$ cat config.mk
export PLATFORM = sky130hd
export DESIGN_NAME = nrz_line_code_detector
export DESIGN_NICKNAME = d
export VERILOG_FILES = /design/src/rtl/nrz_line_code_detector.sv
export SDC_FILE = /design/constraint.sdc
export NUM_CORES = 1
export LEC_CHECK = 0
export CAP_MARGIN = 40
export CORE_MARGIN = 2
export CORE_UTILIZATION = 29
export DETAILED_ROUTE_END_ITERATION = 7
export REMOVE_ABC_BUFFERS = 1
export SLEW_MARGIN = 20
export SYNTH_ARGS = -nofsm -noshare
export SYNTH_HDL_FRONTEND = slang
export SYNTH_SLANG_ARGS = --single-unit
$ cat constraint.sdc
create_clock -name clk -period 3.32 [get_ports clk]
set_clock_uncertainty 0.1 [all_clocks]
set_input_delay 0.332 -clock clk [delete_from_list [all_inputs] [get_ports clk]]
set_output_delay 0.332 -clock clk [all_outputs]
set_load 0.01 [all_outputs]
$ cat src/rtl/nrz_line_code_detector.sv
`timescale 1ns/1ps
module nrz_line_code_detector #(
  parameter int LINE_W      = 10,
  parameter int TARGET_LINE = 22,
  parameter int DLY_W       = 8,
  parameter int NBITS       = 5,
  parameter logic [NBITS-1:0] PATTERN = 5'b10110
) (
  input  logic             clk,
  input  logic             rst_n,
  input  logic             hsync,
  input  logic             vsync,
  input  logic             luma_bit,
  input  logic             sample_tick,
  input  logic [DLY_W-1:0] start_delay,
  output logic             code_found,
  output logic             line_mark
);
  localparam int CNT_W = $clog2(NBITS + 1);
  localparam logic [LINE_W-1:0] TGT      = LINE_W'(TARGET_LINE);
  localparam logic [LINE_W-1:0] TGT_PREV = LINE_W'(TARGET_LINE - 1);
  localparam logic [LINE_W-1:0] LINE_MAX = '1;
  localparam logic [CNT_W-1:0]  FULL     = CNT_W'(NBITS);

  logic [LINE_W-1:0] line_q;
  logic [DLY_W-1:0]  dly_q;
  logic [CNT_W-1:0]  samp_cnt;
  logic              match_q;
  logic [NBITS-1:0]  pat_sh;

  wire on_target  = (line_q == TGT);
  wire line_start = hsync && !vsync && (line_q == TGT_PREV);
  wire line_end   = on_target && (hsync || vsync);
  wire take       = on_target && !hsync && !vsync && sample_tick &&
                    (dly_q == '0) && (samp_cnt < FULL);

  assign pat_sh    = PATTERN << samp_cnt;
  assign line_mark = on_target;

  always_ff @(posedge clk or negedge rst_n) begin
    if (!rst_n)
      line_q <= '0;
    else if (vsync)
      line_q <= LINE_W'(1);
    else if (hsync && line_q != '0 && line_q != LINE_MAX)
      line_q <= line_q + LINE_W'(1);
  end

  always_ff @(posedge clk or negedge rst_n) begin
    if (!rst_n) begin
      dly_q    <= '0;
      samp_cnt <= '0;
      match_q  <= 1'b0;
    end else if (line_start) begin
      dly_q    <= start_delay;
      samp_cnt <= '0;
      match_q  <= 1'b1;
    end else begin
      if (dly_q != '0)
        dly_q <= dly_q - DLY_W'(1);
      if (take) begin
        samp_cnt <= samp_cnt + CNT_W'(1);
        match_q  <= match_q && (luma_bit == pat_sh[NBITS-1]);
      end
    end
  end

  always_ff @(posedge clk or negedge rst_n) begin
    if (!rst_n)
      code_found <= 1'b0;
    else if (line_end)
      code_found <= match_q && (samp_cnt == FULL);
  end
endmodule


# Yosys cells after proc, flatten, opt, wreduce, memory -nomap -nowiden
# Cells that the tools add are included.
# Widths: inputs -> output; s select.
[totals]
regBits = 23
latchBits = 0
ramBits = 0
mem_bits_ro = 0
input_bits = 14
out_inout_bits = 2
word_cells = 44
n_memories = 0
[classes]
addsub = 3
multipliers = 0
n_div = 0
magnitude_cmp = 1
eq_ne = 5
n_shift = 1
mux = 8
n_bitwise = 0
reduce_logical = 21
[ops]
columns = ["operator", "n"]
rows = [
  ["$eq 10x5->1 const B", 2],
  ["$mux 10", 2],
  ["$mux 8", 2],
  ["$logic_and 1x1->1", 12],
  ["$add 10x1->10 const B", 1],
  ["$ne 10x10->1 const B", 1],
  ["$reduce_bool 10->1", 1],
  ["$logic_not 8->1", 1],
  ["$reduce_bool 8->1", 1],
  ["$sub 8x1->8 const B", 1],
  ["$mux 3", 2],
  ["$reduce_bool 2->1", 3],
  ["$shl 5x3->5 const A", 1],
  ["$add 3x1->3 const B", 1],
  ["$eq 3x3->1 const B", 1],
  ["$lt 3x3->1 const B", 1],
  ["$logic_not 1->1", 2],
  ["$mux 1", 2],
  ["$eq 1x1->1", 1],
  ["$logic_or 1x1->1", 1],
]

# Depth between registers and ports, before layout
# Gate-level depths: netlist (run 1).
[depth]
ltp_word = 8
depth_mapped = 8

# Worst setup path before layout (run 1)
# Ideal clock, no wire load.
[synth_timing]
path_type = "reg-to-reg"
from = "register dly_q[0]"
to = "register match_q"
arrival_time_ps = 1597
t_required_ps = 3087
path_slack_ps = 1490
path_stages_with_launch = 7
period_less_slack_ps = 1830
cell_sequence = "dfrtp_1 inv_1 ha_1 nor4b_1 nand2_1 o41ai_1 nand2_1"
[synth_via]
elab_chain_len = 4
[synth_rtl]
columns = ["item", "line", "source"]
rows = [
  ["from (decl)", "26", "logic [DLY_W-1:0] dly_q;"],
  ["from (signal assigned)", "55", "dly_q <= start_delay;"],
  ["from (signal assigned)", "60", "dly_q <= dly_q - DLY_W'(1);"],
  ["$logic_not 8->1", "35", "(dly_q == '0) && (samp_cnt < FULL);"],
  ["$logic_and 1x1->1", "34", "wire take = on_target && !hsync && !vsync && sample_tick &&"],
  ["$logic_and 1x1->1", "35", ""],
  ["$reduce_bool 2->1 (no line)", "--", ""],
  ["to (signal assigned)", "63", "match_q <= match_q && (luma_bit == pat_sh[NBITS-1]);"],
  ["to (decl)", "28", "logic match_q;"],
]
# No other way between the ends.
# A chain may end at the register's enable or synchronous reset.

# Worst setup path after layout (run 1)
[layout_timing]
from = "register line_q[3]"
to = "output port line_mark"
[layout_via]
elab_chain_len = 1
[layout_rtl]
columns = ["item", "line", "source"]
rows = [
  ["from (decl)", "25", "logic [LINE_W-1:0] line_q;"],
  ["from (signal assigned)", "46", "line_q <= line_q + LINE_W'(1);"],
  ["$eq 10x5->1", "31", "wire on_target = (line_q == TGT);"],
  ["to (decl)", "17", "output logic line_mark"],
]
# No other way between the ends.

==> results of run 1 <==
==> through the flow <==
step / setup WS [ns] / cells
2_1_floorplan: 1.419 / 150
3_3_place_gp: 1.022 / 234
3_5_place_dp: 1.027 / 234
4_1_cts: 0.7248 / 238
5_1_grt: 0.5818 / 238
6_report: 0.7047 / 238
==> worst min-delay path by stage <==
stage	to	cells past startpoint	slack (ns)	startpoint
2_1_floorplan	code_found	0	-0.06	rst_n
3_3_place_gp	match_q	2	0.39	match_q
3_5_place_dp	match_q	2	0.38	match_q
4_1_cts	samp_cnt[0]	2	0.33	rst_n
5_1_grt	samp_cnt[1]	2	0.35	rst_n
6_report	code_found	2	0.32	rst_n
==> area by class of cell <==
class                           instances  area [um^2]
Fill cell                             505         3053
Multi-Input combinational cell        112        774.5
Sequential cell                        23        575.6
Timing Repair Buffer                   17        165.2
Tap cell                               67        83.83
Inverter                               15        56.30
Clock buffer                            3        41.29
Clock inverter                          1        5.005
==> synth_stat cells, types with 2 or more instances <==
cell type | number | area (um^2)
a21oi_1 | 12 | 60.06
mux2i_1 | 7 | 70.07
or4_1 | 3 | 22.52
nor3b_1 | 2 | 15.01
inv_1 | 15 | 56.30
nand4_1 | 6 | 37.54
nand2_1 | 8 | 30.03
clkbuf_1 | 2 | 7.510
o41ai_1 | 2 | 17.52
ha_1 | 9 | 112.6
nor2_1 | 14 | 52.55
o21ai_0 | 8 | 40.04
xnor2_1 | 2 | 17.52
o31ai_1 | 5 | 37.54
nor4_2 | 2 | 25.02
xor2_1 | 4 | 35.03
and3_1 | 2 | 12.51
nand3_1 | 7 | 35.03
or3_1 | 4 | 25.02
dfrtp_1 | 23 | 575.6
nor3_1 | 2 | 10.01
nor3_2 | 2 | 20.02
==> where the power goes <==
part / switching (mW) / internal, mW
Sequential: 0.0503 / 0.329
Combinational: 0.110 / 0.119
Clock: 0.0930 / 0.0838
Total: 0.253 / 0.532
==> kinds of logic after synthesis <==
logic type / count (synthesis)
buffers and inverters: 20
multiplexers: 8
flip-flops: 23
XOR/XNOR: 6
AND/OR/NAND/NOR: 59
AO/OA/AOI/OAI: 30
adder cells (fa/ha/maj): 9
==> cells in the final DEF, fill, tap and decap left out, types with 2 or more instances in the layout <==
cell	n
clkdlybuf4s50_1	15
buf_4	2
o21ai_0	8
nor2_1	14
inv_1	15
nor3_1	2
dfrtp_1	23
xor2_1	4
nand4_1	6
ha_1	9
or4_1	3
o31ai_1	5
nand2_1	8
or3_1	4
mux2i_1	7
nor3_2	2
o41ai_1	2
clkbuf_8	3
nand3_1	7
a21oi_1	12
xnor2_1	2
nor3b_1	2
nor4_2	2
and3_1	2
==> per-layer routing <==
| metal | GRT usage, % | vias up | part of all wire (%) |
|---|---|---|---|
| met3 | 3.388 | 2 | 3.7 |
| met1 | 14.73 | 536 | 48 |
| met2 | 18.39 | 17 | 47 |
| li1 | - | 582 | - |
| met5 | 0 | - | 0 |
| met4 | 4.167 | 0 | 1.5 |
==> sequential cells by signal, summed over array words and instances, names as in the netlist <==
register    cells
line_q         10
dly_q           8
samp_cnt        3
code_found      1
match_q         1
==> results.md, run 1 <==
- Num CTS Buffers: 3
- Vias in the first global route: about 1100
- Postcts setup bufs: 0
- Pre-antenna DRT Iters: 4
- CP Buf/Inv Count: 2
- Leak Pwr: about 0.72 nW
- Initial antenna violation count: 0
- Final Max Slew Viols: 0
- CP Cell Sequence: nor4_2 > nand4_1 > inv_1 > clkdlybuf4s50_1
- Worst EP required: 2.89 ns
- XOR/XNOR share of the synthesized area: 3.655%
- PortBufs: 15
- Initial core utilization: slightly above 30%
- Most common flop cell mapped by yosys: dfrtp_1
- Post-cts resize count: 0
- Reg2reg start: line_q[0]
- R2r setup slk: around 1.1 ns
- Setup tns final: 0 ns
- Hold Crit Class: input pin to async pin
- Fin nets: 195
- Synth Warn #: 0
- Crit Path Class: register to primary output
- Routed WL per cell: 12.03 um
- Startpoint Class: register
- Cell Rows: 25
- Final ANT Viol Nets: 0
- RePlAce Congestion: 0.8347
- WHS: roughly 0.32 ns
- Die footprint: 5537 um^2
- Count of endpoints failing setup in the final report: 0
- Largest family of logic cells by synthesized area: simple AND/OR/NAND/NOR gates
- Core area: 4755 um^2
- Gr ovfl total: 0
- Worst r2r dst: line_q[0]
- Overall Global Routing Usage: 11.49%
- Post-Synth Simple-Gate Area: 24.19%
- Power Density: 461.5 nW/um^2
- Synth Area in Compound Gates: between 10% and 20%
- Reg2Reg Depth: 5
- Clock root buffer: clkbuf_8
- Worst Setup EP: line_mark
- CTS sink count: 23
- Mapped Cells: 155
- Pwr Total: around 0.8 mW
- Remaining DRCs: 0
- Levels on crit path: 4
- Share of layout cells above drive strength 1: 8.187%
- Slew margin rel.: 56.88%
- Post-synth EDFFs: 0
- Final WL: 2.862 mm
- CP Max Fanout: 6
- Peak supply drop: 0.0001807 V
- Hold Vio Cnt, Final: 0
- H-tree depth: 1
- Clk slew on worst S/H paths: 0.09 ns
- Worst Setup SP: line_q[3]
- Die H: 74.41 um
- Nature of the critical path endpoint: primary output
- HPWL after detailed placement: 2.057 mm
- First-pass GRT wire length: 4.912 mm
- # Max-Cap Violations: 0
- Die width: 74.41 um
- Bufs on Longest Clock Path: 2
- Seq/Total Area, Yosys: 40.03%
- Post-synthesis mux area share: about 5.7%
- Worst-Skew Late Latency: 0.27 ns
- F_max: 382.4 MHz
- Synthesis-stage register bit count: 23
- Post-Synth Adder-Cell Area: between 7 and 8%
- Final instance area: between 1500 and 2000 um^2
- Top Family by Delay on Critical Path: simple AND/OR/NAND/NOR gates
- Diode count: 0
- Largest net degree at the start of global routing: 24
- CTS tree: done
- Final period utilization: about four fifths
- Syn Area/Cell: a little over 9 um^2
- Io pins: 16
- Area Overhead vs Synth: 18.36%
- Final Critical Period: 2.615 ns
- Post-synthesis cell area: 1438 um^2
- # hold bufs at CTS: 0
- DRT iter0 DRCs: 56
- Placed Instance Area: 1655 um^2
- CP max stage cell: clkdlybuf4s50_1
- Worst path max stage delay: 0.54 ns
- Outcome: finished, final reports clean
- Vias: 1137
- Netlist cell types: 36
- Worst slew pin tran: 0.6439 ns
- Vias per cell: 4.777
- RSZ-0062 raised after global routing: false
- Synth async-reset ratio: 100.0%
- Worst Path Arrival: 2.18 ns
- Fin util: 35.79%
Power figures use the tool's default switching activity.
==> run 2, diff against run 1 <==
- clock period: 3.32 -> 2.2 ns (I/O delays scaled with it)
==> results.md, run 2 (synthesis gave the netlist of run 1 again) <==
- Outcome: finished, final reports clean
- Commonest non-fill, non-tap cell in the layout: dfrtp_1
- Gr ovfl total: 0
- Vias in the first global route: 1083
- Core area: 4755 um^2
- Reg2Reg Depth: 5
- Clk slew on worst S/H paths: 0.08 ns
- Worst Path Arrival: 1.81 ns
- Hold Vio Cnt, Final: 0
- Final WL: 2.870 mm
- Crit Path Class: register to primary output
- Commonest cells after routing, fill and taps aside: dfrtp_1 (21), inv_1 (15), clkdlybuf4s50_1 (15)
- Pre-antenna DRT Iters: 4
- Worst EP required: 1.88 ns
- Placed cell count: 239
- Cell Rows: 25
- Net load switching power: between 0.3 and 0.4 mW
- Slew margin rel.: 73.01%
- PortBufs: 15
- Fillers: just under 500
- HPWL after detailed placement: 2.112 mm
- Met3 wire length: 107 um
- Power share of the sequential group: 48.6%
- Io pins: 16
- Overall Global Routing Usage: 11.46%
- Largest Register: line_q
- Top flop regs: line_q (10), dly_q (8), samp_cnt (3)
- Share of layout cells above drive strength 1: between 10% and 20%
- R2r setup slk: 0.22 ns
- Clk pwr share: 21.6%
- Switch share: 31.87%
- H-tree depth: 1
- Int Pwr: 0.8122 mW
- Met1 WL: around 1.4 mm
- Worst slew pin tran: approximately 0.40 ns
- Final ANT Viol Nets: 0
- Vias per cell: 4.641
- CP Max Fanout: 5
- CP Cell Sequence: nor4_4 > nand4_1 > inv_1 > clkdlybuf4s50_1
- Die width: 74.41 um
- WL met2: between 1 and 1.5 mm
- Leak Pwr: 0.7496 nW
- Pwr Total: 1.192 mW
- Routed WL per cell: 11.71 um
- Clock root buffer: clkbuf_8
- Bufs on Longest Clock Path: 2
- RePlAce Congestion: about 0.76
- Count of endpoints failing setup in the final report: 0
- Largest net degree at the start of global routing: 24
- Logic gate share of total power: 29.8%
- Final Max Slew Viols: 0
- Remaining DRCs: 0
- Placed Instance Area: 1693 um^2
- Final Critical Period: 2.128 ns
- # hold bufs at CTS: 0
- Die footprint: about 5500 um^2
- Initial core utilization: 30.24%
- Die H: 74.41 um
- Area Overhead vs Synth: 23.32%
- CTS sink count: 23
- Initial antenna violation count: 0
- Setup tns final: 0 ns
- Worst path max stage delay: 0.52 ns
- Non-Filler Instances: 245
- First-pass GRT wire length: 4.961 mm
- Nature of the critical path endpoint: primary output
- # Max-Cap Violations: 0
- Reg2reg start: line_q[0]
- Power Density: approximately 670 nW/um^2
- F_max: 470.0 MHz
- Worst-Skew Late Latency: 0.26 ns
- CP max stage cell: clkdlybuf4s50_1
- Final period utilization: around 97%
- Startpoint Class: register
- Largest register FFs: 10
- Worst Setup SP: line_q[7]
- Max layer used: met4
- Vias: 1137
- Diode count: 0
- Fin nets: 202
- Fin util: 37.29%
- Num CTS Buffers: 3
- Peak supply drop: 0.0002631 V
- Final instance area: about 1800 um^2
- CTS tree: done
- DRT iter0 DRCs: 54
- Hold Crit Class: input pin to async pin
## run 2: path summary, 6_finish.rpt
check / to
worst max-delay path: line_mark
worst min-delay path: code_found
worst max register to register: line_q[5]
worst min register to register: code_found
max in group asynchronous: line_q[3]
min in group clk: code_found
## run 2: final cells by class
cell class,count,area (um^2),share of cell area [%]
Multi-Input combinational cell,112,792.0,44.67
Sequential cell,23,578.1,32.60
Timing Repair Buffer,24,217.7,12.28
Tap cell,67,83.83,4.728
Inverter,15,56.30,3.176
Clock buffer,4,45.04,2.541
## run 2: metal layers
| layer | up-vias | GRT usage, % |
|---|---|---|
| met4 | 0 | 4.167 |
| met2 | 21 | 17.99 |
| met5 | - | 0 |
| met1 | 517 | 15.82 |
| li1 | 597 | - |
| met3 | 2 | 2.033 |
## run 2: power by group through the flow
| stage | registers (mW) | logic [mW] | clock network (mW) |
|---|---|---|---|
| after floorplan | 0.562 | 0.269 | 0 |
| after global placement | 0.581 | 0.351 | 0 |
| final | 0.579 | 0.356 | 0.257 |
| after detailed placement | 0.584 | 0.356 | 0 |
| after CTS | 0.575 | 0.358 | 0.268 |
| after global routing | 0.592 | 0.422 | 0.284 |
## run 2: critical path: cells and delay by family, from the launching register on
kind                   cells  cell delay (ns)
DFF                        1             0.46
buffers and inverters      2             0.60
and+or+nand+nor            2             0.48
## run 2: through the flow
stage                     setup WS, ns  hold slack, ns
after floorplan                 0.2987         -0.1756
after global placement          0.2251          0.3933
after detailed placement        0.1380          0.3975
after CTS                    0.0005926          0.2215
after global routing         -0.006468          0.2404
final                          0.07235          0.2056
## run 2: what timing repair did
action,in CTS,in global routing
pin swaps,0,2
gates cloned,0,0
endpoints found under the setup margin,1,5
endpoints found under the hold margin,0,0
resized for setup,1,4
buffers inserted,0,2
==> run 3, diff against run 2 <==
==> constraint.sdc (replaced) <==
create_clock -name clk -period 2.2 [get_ports clk]
set_clock_uncertainty 0.1 [all_clocks]
set_input_delay 0.44 -clock clk [delete_from_list [all_inputs] [get_ports clk]]
set_output_delay 0.44 -clock clk [all_outputs]
set_load 0.01 [all_outputs]
==> results.md, run 3 (synthesis gave the netlist of run 1 again) <==
- Power Density: 645.7 nW/um^2
- Clk slew on worst S/H paths: 0.09 ns
- Final Max Slew Viols: 0
- CP max stage cell: dfrtp_1
- Pre-antenna DRT Iters: 4
- Io pins: 16
- Die width: 74.41 um
- Final period utilization: 93.42%
- Largest register FFs: 10
- Core area: 4755 um^2
- Hold Vio Cnt, Final: 0
- Initial core utilization: 30.24%
- Remaining DRCs: 0
- Fin nets: 210
- Most common cell on crit path: nand2_1
- F_max: 486.5 MHz
- Final ANT Viol Nets: 0
- Share of layout cells above drive strength 1: ~17%
- Overall Global Routing Usage: a little under an eighth
- Routed WL per cell: 11.79 um
- Worst EP required: 2.26 ns
- Die footprint: 5537 um^2
- Crit Path Class: register to register
- Startpoint Class: register
- Commonest cells after routing, fill and taps aside: dfrtp_1 (21), buf_4 (16), inv_1 (15)
- Placed Instance Area: about 1800 um^2
- Worst path max stage delay: 0.41 ns
- Clock root buffer: clkbuf_8
- Final WL: approximately 3.0 mm
- Die H: 74.41 um
- Pre-CTS setup slack: 0.06078 ns
- Nature of the critical path endpoint: register
- Vias: 1172
- Initial antenna violation count: 0
- Fin util: 39.11%
- CP Max Fanout: 6
- Largest Register: line_q
- Worst Path Arrival: 2.11 ns
- Largest net degree at the start of global routing: 24
- Worst slew pin tran: just over 0.4 ns
- Hold Crit Class: register to register
- First-pass GRT wire length: between 5 and 6 mm
- Num CTS Buffers: 3
- Final instance area: 1859 um^2
- Vias per cell: ~4.6
- CTS sink count: 23
- Worst-Skew Late Latency: approximately 0.26 ns
- WHS: roughly 0.42 ns
- Leak Pwr: 0.8287 nW
- CP Cell Sequence: inv_1 > ha_1 > nor4b_1 > nand2_1 > o41ai_2 > nand2_1
- Top flop regs: line_q (10), dly_q (8), samp_cnt (3)
- HPWL after detailed placement: 2.123 mm
- Slew margin rel.: between 70% and 80%
- DRT iter0 DRCs: 73
- Cell Rows: 25
- H-tree depth: 1
- Setup slack after layout: 0.1447 ns
- Gr ovfl total: 0
- Fillers: 491
- Commonest non-fill, non-tap cell in the layout: dfrtp_1
- Diode count: 0
- Outcome: finished, final reports clean
- CTS tree: done
- PortBufs: 15
- Area Overhead vs Synth: 29.33%
- # Max-Cap Violations: 0
- Final Critical Period: 2.055 ns
- Peak supply drop: 0.0002868 V
- Vias in the first global route: 1156
- Bufs on Longest Clock Path: 2
- Count of endpoints failing setup in the final report: 0
- RePlAce Congestion: between 0.8 and 0.9
==> run 3: repair_timing <==
action	4_1_cts	5_1_grt
hold buffers	0	0
pin swaps	2	3
buffers inserted	5	1
cloned	0	0
resized for setup	2	5
hold endpoints to repair	0	0
setup endpoints to repair	1	4
==> run 3: through the flow <==
stage	total power [mW]	setup TNS, ns	cells
after global placement	0.9311	0	245
after CTS	1.210	-0.03187	254
final	1.201	0	253
after floorplan	0.8309	0	150
after global routing	1.298	-0.005876	253
after detailed placement	0.9342	0	245
==> run 3: worst max-delay path: cells and delay by family (launching register included) <==
family                     cells  cell delay, ns
and+or+nand+nor                3            0.78
DFF                            1            0.41
AOI/OAI and AO/OA              1            0.39
adders and majority gates      1            0.18
buffers and inverters          1            0.08
==> run 3: cell type report <==
class                      instances  area [um^2]  share of cell area [%]
tap                               67        83.83                   4.509
multi-input combinational        112        805.8                   43.34
timing repair buffer              32        289.0                   15.55
sequential                        23        578.1                   31.09
clock inverter                     1        5.005                  0.2692
inverter                          15        56.30                   3.028
clock buffer                       3        41.29                   2.221
==> run 3: path summary, 6_finish.rpt <==
path,to,cells past startpoint,from,slack (ns)
worst max register to register,match_q,6,dly_q[0],0.14
worst max-delay path,match_q,6,dly_q[0],0.14
min in group asynchronous,code_found,2,rst_n,0.44
max in group asynchronous,line_q[5],2,rst_n,1.30
worst min register to register,code_found,2,code_found,0.42
worst min-delay path,code_found,2,code_found,0.42
==> run 3: power by group <==
part	internal, mW	switching (mW)	total, mW
combinational	0.187	0.171	0.358
sequential	0.497	0.0721	0.569
clock	0.127	0.147	0.274
==> run 3: layer usage <==
layer | global-route usage [%] | part of all wire (%) | up-vias
met5 | 0 | 0 | -
met4 | 4.167 | 0.97 | 0
met3 | 1.626 | 2.3 | 2
met2 | 20.85 | 48 | 10
met1 | 14.75 | 48 | 547
li1 | - | - | 613
